[src/rtl/trig_arb_pkg.sv]
// Package: default sizes shared by the trigger arbiter and its checker.
package trig_arb_pkg;
    localparam int DEF_GEN_N  = 8;
    localparam int DEF_TS_N   = 2;
    localparam int DEF_PRIO_W = 3;
endpackage

[src/rtl/trig_req_latch.sv]
// trig_req_latch: edge detect or software strobe feeding one pending latch.
// Assumes the pin is synchronous to clk. Set beats a same-cycle grant clear.
module trig_req_latch (
    input  logic clk,
    input  logic rst_n,
    input  logic hw_in,
    input  logic sw_mode,
    input  logic sw_pulse,
    input  logic enable,
    input  logic grant_clr,
    output logic pending
);
    logic hw_q;
    logic sw_q;
    logic req;

    // Select the request source: strobe copy in software mode, pin edge otherwise.
    always_comb req = sw_mode ? sw_q : (hw_in & ~hw_q);

    // Hold the previous pin level, the self-clearing strobe copy and the pending latch.
    always_ff @(posedge clk) begin
        if (!rst_n) begin
            hw_q    <= 1'b0;
            sw_q    <= 1'b0;
            pending <= 1'b0;
        end else begin
            hw_q    <= hw_in;
            sw_q    <= sw_pulse & sw_mode;
            pending <= enable & ((pending & ~grant_clr) | req);
        end
    end
endmodule

[src/rtl/prio_pick.sv]
// prio_pick: combinational selection of the highest-priority eligible source.
// A strict comparison in ascending index order makes the lowest index win ties.
module prio_pick #(
    parameter int SRC_N  = 10,
    parameter int PRIO_W = 3,
    parameter int IDX_W  = $clog2(SRC_N)
) (
    input  logic [SRC_N-1:0]        elig,
    input  logic [SRC_N*PRIO_W-1:0] prio_flat,
    output logic                    any,
    output logic [IDX_W-1:0]        win_idx
);
    logic [PRIO_W-1:0] best_p;

    // Scan all sources and keep the first one seen with the strictly largest priority.
    always_comb begin
        any     = 1'b0;
        win_idx = '0;
        best_p  = '0;
        for (int s = 0; s < SRC_N; s++) begin
            if (elig[s] && (!any || prio_flat[s*PRIO_W +: PRIO_W] > best_p)) begin
                any     = 1'b1;
                win_idx = IDX_W'(s);
                best_p  = prio_flat[s*PRIO_W +: PRIO_W];
            end
        end
    end
endmodule

[src/rtl/grant_stage.sv]
// grant_stage: registers the grant strobe and index, and clears the winner's latch.
// Assumes seq_busy comes from a register in the sequencer.
module grant_stage #(
    parameter int SRC_N = 10,
    parameter int IDX_W = $clog2(SRC_N)
) (
    input  logic             clk,
    input  logic             rst_n,
    input  logic             any,
    input  logic [IDX_W-1:0] win_idx,
    input  logic             seq_busy,
    output logic [SRC_N-1:0] grant_clr,
    output logic             grant_valid,
    output logic [IDX_W-1:0] grant_idx
);
    logic fire;

    // A grant fires when something is eligible and the sequencer is idle.
    always_comb begin
        fire      = any & ~seq_busy;
        grant_clr = '0;
        if (fire) grant_clr[win_idx] = 1'b1;
    end

    // Register the grant outputs.
    always_ff @(posedge clk) begin
        if (!rst_n) begin
            grant_valid <= 1'b0;
            grant_idx   <= '0;
        end else begin
            grant_valid <= fire;
            if (fire) grant_idx <= win_idx;
        end
    end
endmodule

[src/rtl/trig_arbiter.sv]
// trig_arbiter: ten-source trigger arbiter in front of one ADC sequencer.
// General triggers [GEN_N-1:0] support software mode. Touch-screen triggers
// follow them, work in hardware mode only, and can bypass arbitration.
module trig_arbiter #(
    parameter int GEN_N  = trig_arb_pkg::DEF_GEN_N,
    parameter int TS_N   = trig_arb_pkg::DEF_TS_N,
    parameter int PRIO_W = trig_arb_pkg::DEF_PRIO_W,
    localparam int SRC_N = GEN_N + TS_N,
    localparam int IDX_W = $clog2(SRC_N)
) (
    input  logic                    clk,
    input  logic                    rst_n,
    input  logic [GEN_N-1:0]        gen_trig_in,
    input  logic [TS_N-1:0]         ts_trig_in,
    input  logic [GEN_N-1:0]        gen_en_mask,
    input  logic [GEN_N-1:0]        gen_sw_mode,
    input  logic [GEN_N-1:0]        sw_trig_wr,
    input  logic [TS_N-1:0]         ts_en,
    input  logic                    ts_bypass,
    input  logic [SRC_N*PRIO_W-1:0] prio_flat,
    input  logic                    seq_busy,
    output logic                    grant_valid,
    output logic [IDX_W-1:0]        grant_idx,
    output logic [TS_N-1:0]         ts_direct
);
    logic [SRC_N-1:0] en_vec;
    logic [SRC_N-1:0] pending;
    logic [SRC_N-1:0] elig;
    logic [SRC_N-1:0] grant_clr;
    logic             any;
    logic [IDX_W-1:0] win_idx;

    // Build the per-source enables; the touch-screen enables count only without bypass.
    always_comb begin
        en_vec = {ts_en & {TS_N{~ts_bypass}}, gen_en_mask};
        elig   = pending & en_vec;
    end

    // Pass the touch-screen pins straight through while bypass is on.
    always_comb ts_direct = ts_bypass ? ts_trig_in : '0;

    // One request latch per source; touch-screen latches are tied to hardware mode.
    for (genvar s = 0; s < SRC_N; s++) begin : g_src
        if (s < GEN_N) begin : g_gen
            trig_req_latch u_lat (
                .clk(clk), .rst_n(rst_n),
                .hw_in(gen_trig_in[s]), .sw_mode(gen_sw_mode[s]),
                .sw_pulse(sw_trig_wr[s]), .enable(en_vec[s]),
                .grant_clr(grant_clr[s]), .pending(pending[s])
            );
        end else begin : g_ts
            trig_req_latch u_lat (
                .clk(clk), .rst_n(rst_n),
                .hw_in(ts_trig_in[s-GEN_N]), .sw_mode(1'b0),
                .sw_pulse(1'b0), .enable(en_vec[s]),
                .grant_clr(grant_clr[s]), .pending(pending[s])
            );
        end
    end

    prio_pick #(.SRC_N(SRC_N), .PRIO_W(PRIO_W), .IDX_W(IDX_W)) u_pick (
        .elig(elig), .prio_flat(prio_flat), .any(any), .win_idx(win_idx)
    );

    grant_stage #(.SRC_N(SRC_N), .IDX_W(IDX_W)) u_grant (
        .clk(clk), .rst_n(rst_n), .any(any), .win_idx(win_idx),
        .seq_busy(seq_busy), .grant_clr(grant_clr),
        .grant_valid(grant_valid), .grant_idx(grant_idx)
    );
endmodule

[config.mk]
export PLATFORM = sky130hd
export DESIGN_NAME = trig_arbiter
export DESIGN_NICKNAME = d
export VERILOG_FILES = /design/src/rtl/trig_arb_pkg.sv /design/src/rtl/trig_req_latch.sv /design/src/rtl/prio_pick.sv /design/src/rtl/grant_stage.sv /design/src/rtl/trig_arbiter.sv
export SDC_FILE = /design/constraint.sdc
export NUM_CORES = 1
export LEC_CHECK = 0
export ABC_AREA = 1
export BUFFER_PORTS_ARGS = -buffer_cell sky130_fd_sc_hd__buf_4
export CAP_MARGIN = 40
export CORE_MARGIN = 3
export CORE_UTILIZATION = 46
export DETAILED_ROUTE_END_ITERATION = 8
export MAX_ROUTING_LAYER = met4
export PLACE_DENSITY = 0.83
export SYNTH_ARGS = -nofsm -noshare
export SYNTH_HDL_FRONTEND = slang
export SYNTH_SLANG_ARGS = --single-unit
[constraint.sdc]
create_clock -name clk -period 11 [get_ports clk]
set_clock_uncertainty 0.1 [all_clocks]
set_input_delay 1.1 -clock clk [delete_from_list [all_inputs] [get_ports clk]]
set_output_delay 1.1 -clock clk [all_outputs]
set_load 0.01 [all_outputs]
==> out/results.txt <==
Tmin final: 10780 ps
met2 Use GR: 33.45%
Die Width: 78.51 um
via count: 2807
synth warn: 0
largest net degree at the start of global routing: 23
Die Area: 0.006164 mm^2
P&R area growth vs syn: 57.94%
worst min-delay path class: reg -> reg
I/O Buffers: 76
Leak: 1.976 nW
CTS Root Cell: clkbuf_8
outcome: finished, final reports clean
Slew Viols, Final: 0
async set or reset register ratio after synthesis: 0%
routed length per instance: 13.44 um
Required @ worst endpoint: 11070 ps
Maximum Capacitance Violations: 0
Crit Path Max Fanout: 7
Critical Path Slowest Stage Cell: ha_1
Worst R2R Start: g_src[0].g_gen.u_lat.pending
PD cells: 89.10 mW/mm^2
sequential share of the synthesized area: 27.32%
layout cells sized above 1: 45.25%
Die Ht: 78.51 um
Net Count, Synth: 467
core area: 0.004911 mm^2
Place WS: -410.2 ps
Crit path arrival time: 10840 ps
diode count: 0
Post-synth EDFFs: 0
max_slew headroom: 72.11%
first-pass GRT wire length: 9.584 mm
post-synthesis register bit count: 33
Synth Instances: 372
main flop type after synthesis: dfxtp_1
Max Fclk: 92.77 MHz
Largest stage delay, worst path: 320 ps
remaining global-route overflow: 0
area of the multi-input gates: 0.001923 mm^2
Worst Max-Slew Pin Slew: 414.0 ps
CP Capture Type: flip-flop
final-report hold violation count: 0
post-synthesis cell area: 0.002419 mm^2
Post-Route Setup TNS: 0 ps
startpoint of the worst hold path: g_src[7].g_gen.u_lat.pending
met1 Resource Use GR: 22.83%
overall routing resource usage: 19.21%
CP startpoint kind: primary input
CTS tree: yes
final setup fails: 0
fin util: 77.78%
num rows: 25
Yosys cell types: 27
Final period util: 97.99%
Final ANT Viol Nets: 0
Hold Path Stages: 2
fill count: 347
DRT Wirelength: 7.405 mm
reg2reg setup slack: 710 ps
cells on worst reg2reg path: 87
post-DP HPWL: 4.795 mm
clk sink count: 33
Crit Path Class: in -> reg
Final Wtd Congestion: 0.7847
FF/Latch Area: 660.6 um^2
synthesized area per cell: 6.502 um^2
hold path endpoint: g_src[7].g_gen.u_lat.pending
Via density: 5.094
GRT Max-Usage Layer: met2
layout net count: 579
I/O pins: 77
VDD IR max: 0.1036 mV
Clk pin slew, worst setup/hold paths: 60 ps
RR Endpoint: g_src[3].g_gen.u_lat.pending
1st-iter DRT viols: 150
total CTS buffers: 5
Most Frequent Cell on Critical Path: nand2_2
clock latency on the worst-skew pair: 280 ps
final worst slack: 220.8 ps
first-pass iteration count of the detailed router: 4
Clock Path Buffers: 2
H-tree Lvls: 2
antenna violations before repair: 0
vias in the first global route: 2385
Starting Density: 49.25%
met3 usage in global routing: 2.638%
DRC Markers: 0
## layout by cell type, fill, tap and decap left out, drive strengths merged
cell type  synthesis  layout
a211oi             1       1
a21oi             31      31
and2               2       2
and3               1       1
buf                1     109
clkbuf             3       7
dfxtp             33      33
ha                25      25
inv               60      60
nand2            118     118
nand3             26      26
nand3b             1       1
nand4              1       1
nor2              21      21
nor3               2       2
nor3b              7       7
o21ai             38      38
or2                1       1
## per-layer routing
metal / vias to the layer above / wire length, um
met5: - / 0
met2: 88 / 3999
li1: 1427 / -
met3: 19 / 315
met4: 0 / 172
met1: 1273 / 2918
## where the power goes
group          switching [mW]  internal (mW)  total (mW)
registers             0.00209          0.125       0.127
clock network          0.0389         0.0495      0.0884
logic                  0.0646         0.0599       0.125
## critical path: cells and delay by family
family                   cells  cell delay (ps)
adder cells (fa/ha/maj)      9             2430
buffers and inverters       12             1000
AO/OA/AOI/OAI               23             2430
AND/OR/NAND/NOR             44             3840
## per-stage QoR
stage	cell area (um^2)	hold slack (ps)	cells	total power [mW]
after global routing	3820	377.2	551	0.3604
after floorplan	2419	334.0	372	0.1828
after global placement	3163	343.7	526	0.2170
final	3820	357.3	551	0.3403
after CTS	3252	358.6	533	0.3106
after detailed placement	3163	348.9	526	0.2213
## cells by family after synthesis
logic type               Yosys count  share of synthesized area, %
AND/OR/NAND/NOR                  180                         33.52
AO/OA/AOI/OAI                     70                         15.99
buffers and inverters             64                         10.24
flip-flops                        33                         27.31
adder cells (fa/ha/maj)           25                         12.93
## synthesized netlist by cell type, types with 2 or more instances
cell      count  area share, %
clkbuf_1      3           0.47
a21oi_1      29            6.0
ha_1         25             13
nor3_1        2           0.41
o21ai_2       5            1.8
inv_2         3           0.47
nor3b_1       7            2.2
inv_1        57            8.8
and2_1        2           0.52
nand3_2       4            1.7
o21ai_1      15            3.1
dfxtp_1      33             27
o21ai_0      18            3.7
nand2_2       9            2.3
nor2_1       20            3.1
nand2_1     108             17
nand3_1      22            4.6
## flip-flops by register name, summed over array words and instances (netlist names)
signal,flops
g_src.g_gen.u_lat.hw_q,8
g_src.g_gen.u_lat.pending,8
g_src.g_gen.u_lat.sw_q,8
g_src.g_ts.u_lat.hw_q,2
g_src.g_ts.u_lat.pending,2
u_grant.grant_idx,4
u_grant.grant_valid,1
## worst max-delay path by stage
stage | from | endpoint | slack, ps | cells past startpoint
3_5_place_dp | gen_en_mask[0] | g_src[0].g_gen.u_lat.pending | -410 | 87
3_3_place_gp | gen_en_mask[0] | g_src[1].g_gen.u_lat.pending | -20 | 88
6_report | gen_en_mask[0] | g_src[3].g_gen.u_lat.pending | 220 | 88
4_1_cts | gen_en_mask[0] | g_src[0].g_gen.u_lat.pending | 20 | 88
5_1_grt | gen_en_mask[0] | g_src[7].g_gen.u_lat.pending | -420 | 88
2_1_floorplan | gen_en_mask[0] | g_src[1].g_gen.u_lat.pending | 460 | 86
## timing repair
item                       CTS  global route
hold buffers                 0             0
pin swaps                    1            72
gates resized for setup      4           106
setup endpoints to repair    8            14
hold endpoints to repair     0             0
setup buffers                0            18
## area by class of cell
cell class              count  area share, %
clock buffers               7          2.260
multi-input cells         275          50.34
well taps                  67          2.195
flip-flops and latches     33          17.29
inverters                  60          5.896
repair buffers            109          22.01
Note: power is estimated with default switching activity, not from simulation.
